## src/rtl/lenaddr_cfg_pkg.sv

```systemverilog
package lenaddr_cfg_pkg;
  typedef enum logic [1:0] {
    TGT_NONE = 2'd0,
    TGT_CTRL = 2'd1,
    TGT_REF  = 2'd2,
    TGT_MAIN = 2'd3
  } tgt_e;
endpackage

```

## src/rtl/lenaddr_cfg_sync.sv

```systemverilog
module lenaddr_cfg_sync #(
  parameter int W      = 3,
  parameter int STAGES = 2
) (
  input  logic         clk,
  input  logic         rst_n,
  input  logic [W-1:0] din,
  output logic [W-1:0] dout
);
  logic [W-1:0] st [0:STAGES];
  assign st[0] = din;

  for (genvar i = 0; i < STAGES; i++) begin : g_stage
    always_ff @(posedge clk or negedge rst_n) begin
      if (!rst_n) st[i+1] <= '0;
      else        st[i+1] <= st[i];
    end
  end

  assign dout = st[STAGES];
endmodule

```

## src/rtl/lenaddr_cfg_shift.sv

```systemverilog
module lenaddr_cfg_shift
  import lenaddr_cfg_pkg::*;
#(
  parameter int C_W = 8,
  parameter int R_W = 16,
  parameter int A_W = 24
) (
  input  logic           clk,
  input  logic           rst_n,
  input  logic           s_sclk,
  input  logic           s_sdi,
  input  logic           s_sen,
  output logic [A_W-1:0] chain,
  output tgt_e           tgt,
  output logic           wr_stb
);
  localparam int CNT_W = $clog2(A_W + 2);
  localparam logic [CNT_W-1:0] CNT_MAX = '1;

  logic           sclk_q, sen_q;
  logic [CNT_W-1:0] cnt;
  logic           rise, en_rise, en_fall;

  assign rise    = s_sclk & ~sclk_q & s_sen;
  assign en_rise = s_sen & ~sen_q;
  assign en_fall = ~s_sen & sen_q;

  always_ff @(posedge clk or negedge rst_n) begin
    if (!rst_n) begin
      sclk_q <= 1'b0;
      sen_q  <= 1'b0;
      cnt    <= '0;
      chain  <= '0;
      tgt    <= TGT_NONE;
      wr_stb <= 1'b0;
    end else begin
      sclk_q <= s_sclk;
      sen_q  <= s_sen;
      wr_stb <= 1'b0;
      if (en_rise) begin
        cnt <= '0;
      end else if (rise) begin
        chain <= {chain[A_W-2:0], s_sdi};
        if (cnt != CNT_MAX) cnt <= cnt + 1'b1;
      end
      if (en_fall) begin
        wr_stb <= 1'b1;
        if (cnt == CNT_W'(C_W))      tgt <= TGT_CTRL;
        else if (cnt == CNT_W'(R_W)) tgt <= TGT_REF;
        else if (cnt == CNT_W'(A_W)) tgt <= TGT_MAIN;
        else                         tgt <= TGT_NONE;
      end
    end
  end
endmodule

```

## src/rtl/lenaddr_cfg_commit.sv

```systemverilog
module lenaddr_cfg_commit
  import lenaddr_cfg_pkg::*;
#(
  parameter int C_W = 8,
  parameter int R_W = 16,
  parameter int A_W = 24
) (
  input  logic           clk,
  input  logic           rst_n,
  input  logic [A_W-1:0] word,
  input  tgt_e           tgt,
  input  logic           wr_stb,
  input  logic           r_ready,
  input  logic           an_ready,
  output logic [C_W-1:0] c_act,
  output logic [R_W-1:0] r_act,
  output logic [A_W-1:0] a_act,
  output logic           r_pv,
  output logic           a_pv,
  output logic           r_stb,
  output logic           a_stb
);
  logic [R_W-1:0] r_buf;
  logic [A_W-1:0] a_buf;
  logic wr_c, wr_r, wr_a;
  logic pair_go, a_go, r_go, a_fire, r_fire;

  assign wr_c = wr_stb && (tgt == TGT_CTRL);
  assign wr_r = wr_stb && (tgt == TGT_REF);
  assign wr_a = wr_stb && (tgt == TGT_MAIN);

  assign pair_go = a_pv && r_pv && an_ready && r_ready;
  assign a_go    = a_pv && !r_pv && an_ready;
  assign r_go    = r_pv && !a_pv && r_ready;
  assign a_fire  = pair_go || a_go;
  assign r_fire  = pair_go || r_go;

  always_ff @(posedge clk or negedge rst_n) begin
    if (!rst_n) begin
      c_act <= '0;
      r_act <= '0;
      a_act <= '0;
      r_buf <= '0;
      a_buf <= '0;
      r_pv  <= 1'b0;
      a_pv  <= 1'b0;
      r_stb <= 1'b0;
      a_stb <= 1'b0;
    end else begin
      r_stb <= r_fire;
      a_stb <= a_fire;
      if (wr_c)   c_act <= word[C_W-1:0];
      if (r_fire) r_act <= r_buf;
      if (a_fire) a_act <= a_buf;
      if (wr_r) begin
        r_buf <= word[R_W-1:0];
        r_pv  <= 1'b1;
      end else if (r_fire) begin
        r_pv  <= 1'b0;
      end
      if (wr_a) begin
        a_buf <= word;
        a_pv  <= 1'b1;
      end else if (a_fire) begin
        a_pv  <= 1'b0;
      end
    end
  end
endmodule

```

## src/rtl/lenaddr_cfg.sv

```systemverilog
module lenaddr_cfg
  import lenaddr_cfg_pkg::*;
#(
  parameter int C_W         = 8,
  parameter int R_W         = 16,
  parameter int A_W         = 24,
  parameter int SYNC_STAGES = 2
) (
  input  logic           clk,
  input  logic           rst_n,
  input  logic           sclk,
  input  logic           sdi,
  input  logic           sen,
  output logic           sdo,
  output logic [C_W-1:0] c_word,
  output logic [R_W-1:0] r_word,
  output logic [A_W-1:0] a_word,
  output logic           r_pending,
  input  logic           r_ready,
  output logic           r_commit,
  output logic           a_pending,
  input  logic           an_ready,
  output logic           a_commit
);
  logic [2:0]     s_pins;
  logic [A_W-1:0] chain;
  tgt_e           tgt;
  logic           wr_stb;

  lenaddr_cfg_sync #(.W(3), .STAGES(SYNC_STAGES)) u_sync (
    .clk  (clk),
    .rst_n(rst_n),
    .din  ({sclk, sdi, sen}),
    .dout (s_pins)
  );

  lenaddr_cfg_shift #(.C_W(C_W), .R_W(R_W), .A_W(A_W)) u_shift (
    .clk   (clk),
    .rst_n (rst_n),
    .s_sclk(s_pins[2]),
    .s_sdi (s_pins[1]),
    .s_sen (s_pins[0]),
    .chain (chain),
    .tgt   (tgt),
    .wr_stb(wr_stb)
  );

  lenaddr_cfg_commit #(.C_W(C_W), .R_W(R_W), .A_W(A_W)) u_commit (
    .clk     (clk),
    .rst_n   (rst_n),
    .word    (chain),
    .tgt     (tgt),
    .wr_stb  (wr_stb),
    .r_ready (r_ready),
    .an_ready(an_ready),
    .c_act   (c_word),
    .r_act   (r_word),
    .a_act   (a_word),
    .r_pv    (r_pending),
    .a_pv    (a_pending),
    .r_stb   (r_commit),
    .a_stb   (a_commit)
  );

  assign sdo = chain[A_W-1];
endmodule

```

## config.mk

```make
export PLATFORM = sky130hd
export DESIGN_NAME = lenaddr_cfg
export DESIGN_NICKNAME = d
export VERILOG_FILES = /design/src/rtl/lenaddr_cfg_pkg.sv /design/src/rtl/lenaddr_cfg_sync.sv /design/src/rtl/lenaddr_cfg_shift.sv /design/src/rtl/lenaddr_cfg_commit.sv /design/src/rtl/lenaddr_cfg.sv
export SDC_FILE = /design/constraint.sdc
export NUM_CORES = 1
export LEC_CHECK = 0
export BUFFER_PORTS_ARGS = -buffer_cell sky130_fd_sc_hd__buf_4
export CORE_ASPECT_RATIO = 2
export CORE_MARGIN = 1
export CORE_UTILIZATION = 35
export CTS_BUF_LIST = sky130_fd_sc_hd__clkbuf_4
export DETAILED_ROUTE_END_ITERATION = 10
export SETUP_SLACK_MARGIN = 0.05
export SKIP_LAST_GASP = 1
export SLEW_MARGIN = 30
export SYNTH_ARGS = -nofsm -noshare
export SYNTH_HDL_FRONTEND = slang
export SYNTH_SLANG_ARGS = --single-unit
```

## constraint.sdc

```tcl
create_clock -name clk -period 2.2 [get_ports clk]
set_input_delay 0.33 -clock clk [delete_from_list [all_inputs] [get_ports clk]]
set_output_delay 0.33 -clock clk [all_outputs]
set_load 0.01 [all_outputs]
```

# Word level (Yosys, flattened, before mapping)

Cells that the tools add are included.

Output and inout bits: 53
Input bits: 7
Register bits: 132

Eq/ne operators: 7
Reductions and logical operators: 20
Bitwise gates (word level): 8
Multiplexer cells: 11
Add/subtract/negate cells: 1

Operators with widths:

| cell                                          | number |
|---|---|
| 2-to-1 mux 5 bit                              | 3 |
| == test 5 bit, second input constant          | 2 |
| logical AND 1 bit                             | 10 |
| nonzero test 2 bit                            | 4 |
| 2-to-1 mux 2 bit                              | 3 |
| adder 5 x 1 -> 5 bit, second input constant   | 1 |
| == test 5 x 4 -> 1 bit, second input constant | 1 |
| 2-to-1 mux 1 bit                              | 5 |
| != test 5 bit, second input constant          | 1 |
| bitwise AND 1 bit                             | 4 |
| == test 2 bit, second input constant          | 2 |
| NOT 1 bit                                     | 4 |
| AND reduction 2 bit                           | 2 |
| == test 2 x 1 -> 1 bit, second input constant | 1 |
| logical NOT 1 bit                             | 2 |
| logical OR 1 bit                              | 2 |

# Depth between registers and ports, before layout

Depth in word-level cells: 6
Gate-level depth with buffers: 7
Gate-level depth less buffers: 6

# Cells and area by module

A second synthesis with hierarchy kept.

Cells, all modules: 295
Area, all modules: 5102.4 µm²

Modules (own cells, without submodules):

| module             | area each (µm²) | cells an instance | seq. area each (µm²) | instances |
|---|---|---|---|---|
| lenaddr_cfg_commit | 3567.2          | 197               | 2302.2               | 1 |
| lenaddr_cfg_shift  | 1362.6          | 89                | 850.8                | 1 |
| lenaddr_cfg_sync   | 172.7           | 9                 | 150.1                | 1 |

# Worst setup path after synthesis

OpenSTA, ideal clock, no wires.

Kind: register to register
Start: reg u_shift.cnt[0]
End: reg u_shift.cnt[3]
Cell stages (with the launch flop): 8
Data required time: 2.075 ns
Library setup time: 0.125 ns
Data arrival time: 1.674 ns
Setup slack: 0.401 ns
Buffers on the path: 1
Cell sequence: dfrtp_1 > ha_1 > and3_1 > ha_1 > and4bb_2 > buf_4 > nand4_1 > mux2_2

Longest elaborated chain between the ends: 4

Ends and longest elaborated chain:

| what                   | line                    | source |
|---|---|---|
| from (decl)            | lenaddr_cfg_shift.sv:21 | `logic [CNT_W-1:0] cnt;` |
| from (signal assigned) | lenaddr_cfg_shift.sv:44 | `if (cnt != CNT_MAX) cnt <= cnt + 1'b1;` |
| adder 5 x 1 -> 5 bit   | lenaddr_cfg_shift.sv:44 |  |
| 2-to-1 mux 5 bit       | lenaddr_cfg_shift.sv:44 |  |
| 2-to-1 mux 5 bit       | lenaddr_cfg_shift.sv:42 | `end else if (rise) begin` |
| 2-to-1 mux 5 bit       | lenaddr_cfg_shift.sv:40 | `if (en_rise) begin` |

Several ways; a longest one is shown, not always the timed one. The select of a mux whose other input is x is not followed.
A chain may end at the register's enable or synchronous reset.

# Final worst setup path

Ends and elaborated chain as after synthesis.

==> out/results.ini <==
[worst_hold_path]
hold_path.class = input port to async pin

[route]
avgRoutedWirePerCell_um = 15.27
dr_total_vias = 2615
antenna_left = 0
first_pass_iters = 3
post-route-drc-count = 0
drt-initial-drc-count = 54
totalWireLength_um = 8763
vias_per_cell = 4.556

[critical_path]
cp_num_buf_inv = 0
end_kind = flop
cp_slowest_cell = dfrtp_1
cp-start-kind = flop
criticalPathCategory = flop to flop
critPathMaxStageDelay_ps = 430
path_delay_family = simple AND/OR/NAND/NOR gates
cpMostUsedCell = ha_1
startpoint = u_shift.cnt[0]$_DFFE_PN0P_
crit_path_max_fanout = 6
cp.arrival_ps = 2300
crit_required_ps = 2600
timing.rr.start = u_shift.cnt[0]$_DFFE_PN0P_
path_cells = ha_1 -> and3_1 -> ha_1 -> and4bb_2 -> nand4_1 -> mux2_2

[global_routing]
grt_max_degree = 58
grt_remaining_overflow = 0
grt_pass1_wl_um = 14690
grt_pass1_vias = 2884
grt.total_usage = 0.1333
antenna_found_initial = 1

[logic_synthesis]
synth.most_common_cell = dfrtp_1
seq_area_frac_synth = 0.6519
synth_nets = 302
synth_top_area_share = 0.6519
syn_inst = 292
synth.largest_area_cell = dfrtp_1
synth_async_sr_flop_share = 1.000
ys_warn_count = 0
ys.flop_type = dfrtp_1
yosys-top-cells-area = dfrtp_1 65%, mux2_2 19%, mux2_4 7.7%
syn_avg_cell_area_sq_um = 17.35
synth_edf_count = 0
ys_ff_latch = 132
synth_cell_types = 28
yosys-top-cells-count = 132 x dfrtp_1, 87 x mux2_2, 26 x mux2_4
syn_area_sq_mm = 0.005067

[clocking]
insertion_delay_ps = 510
clock-sinks = 132
cts-root-buf = clkbuf_4
cts_tree = done
cts_buffers = 17
cts.htree.levels = 4
clk_pin_slew_ps = 120
clock_path_buffers = 2
cts_resized = 0

[floorplan]
ioPinCount = 60
die_area_sq_mm = 0.01499
num_rows = 61
initial_core_util = 0.3608
die_w_um = 87.08
core_sq_mm = 0.01404
die-height_um = 172.2

[sta]
drv_slew = 0
max-slew-margin-rel = 0.5040
report.final.hold_viol_count = 0
finClkSkew_ps = 20.54
rsz0062_at_grt = false
setup_violations = 0
fmax_mhz = 525.0
min_period_over_period = 0.8658
setup_tns_ps = 0
fin_crit_ps = 1905
max_slew.worst_pin.slew_ps = 743.2

[placement]
place.gp.congestion = 0.6850
detailed_place_hpwl_um = 5865
dp.cells = 538
io_buffers = 59

[power_and_ir_drop]
power_density_mw_per_mm2 = 742.2
ir_drop_mv = 0.4217
p_leak_nw = 3.257

[cells_and_area]
syn_to_final_growth_pct = 20.32
final_nets = 382
stdcell_count = 574
drive_above_1_share = 0.5703

[run]
max_cap_violations = 0

[run_status]
status = finished clean

-- stage by stage --
step	setup slack, ps	total power [mW]	hold WS [ps]	util	area (sq um)
2_1_floorplan	401.3	2.706	34.41	-	5067
3_3_place_gp	379.3	2.814	326.7	0.4088	5741
3_5_place_dp	304.7	2.828	336.7	0.4088	5741
4_1_cts	290.7	4.625	289.2	0.4340	6095
5_1_grt	173.3	4.760	293.6	0.4342	6097
6_report	295.2	4.525	339.8	0.4342	6097
-- area by class of cell --
| class | count | area (sq um) |
|---|---|---|
| Clock inverter | 14 | 186.4 |
| Multi-Input combinational cell | 143 | 1647 |
| Inverter | 8 | 30.03 |
| Tap cell | 189 | 236.5 |
| Timing Repair Buffer | 70 | 564.3 |
| Fill cell | 1340 | 7946 |
| Sequential cell | 132 | 3303 |
| Clock buffer | 17 | 127.6 |
| Antenna cell | 1 | 2.502 |
-- logic make-up after synthesis --
kind of cell,count (synthesis),synth area share
xor gates and xnor gates,1,0.001729
DFF,132,0.6519
AOI/OAI and AO/OA,8,0.01901
and+or+nand+nor,16,0.02247
muxes,115,0.2743
buffers and inverters,17,0.02321
adders and majority gates,3,0.007408
-- report_power, final --
part           switching, mW  internal [mW]
Clock                  0.857          0.893
Sequential            0.0667           2.48
Combinational          0.127          0.104
-- state kept, by name (all words and copies together) (netlist names), 2 cells and up --
signal,cells
u_commit.r_act,16
u_shift.tgt,2
u_shift.cnt,5
u_commit.a_buf,24
u_sync.st,3
u_sync.dout,3
u_commit.a_act,24
u_commit.r_buf,16
u_shift.chain,24
u_commit.c_act,8
-- final timing paths --
check / end / slack [ps] / depth (start not counted)
max in group asynchronous: u_commit.a_act[1]$_DFFE_PN0P_ / 1210 / 3
min reg2reg: u_sync.dout[1]$_DFF_PN0_ / 360 / 0
min in group clk: u_commit.r_stb$_DFF_PN0_ / 360 / 4
min: u_commit.r_buf[6]$_DFFE_PN0P_ / 340 / 2
max: u_shift.cnt[3]$_DFFE_PN0P_ / 300 / 6
max reg2reg: u_shift.cnt[3]$_DFFE_PN0P_ / 300 / 6
-- placed cells by master, fill, tap and decap left out, types with 3 or more instances in the layout --
cell type	n
clkinv_2	4
clkbuf_4	17
dlygate4sd3_1	4
ha_1	3
mux2_2	87
inv_1	7
nor2_1	5
dfrtp_1	132
clkinv_4	3
buf_4	63
bufinv_16	4
mux2_4	26
-- timing repair --
item,4_1_cts,5_1_grt
buffers inserted,0,0
hold endpoints to repair,57,0
hold buffers,4,0
-- routing by layer --
| metal | up-vias | track usage | wire length, um |
|---|---|---|---|
| li1 | 1194 | - | - |
| met1 | 1367 | 0.1513 | 3585 |
| met2 | 45 | 0.2266 | 4790 |
| met3 | 9 | 0.04153 | 248 |
| met4 | 0 | 0.06014 | 138 |
| met5 | - | 0 | 0 |
(Power assumes the default switching activity.)
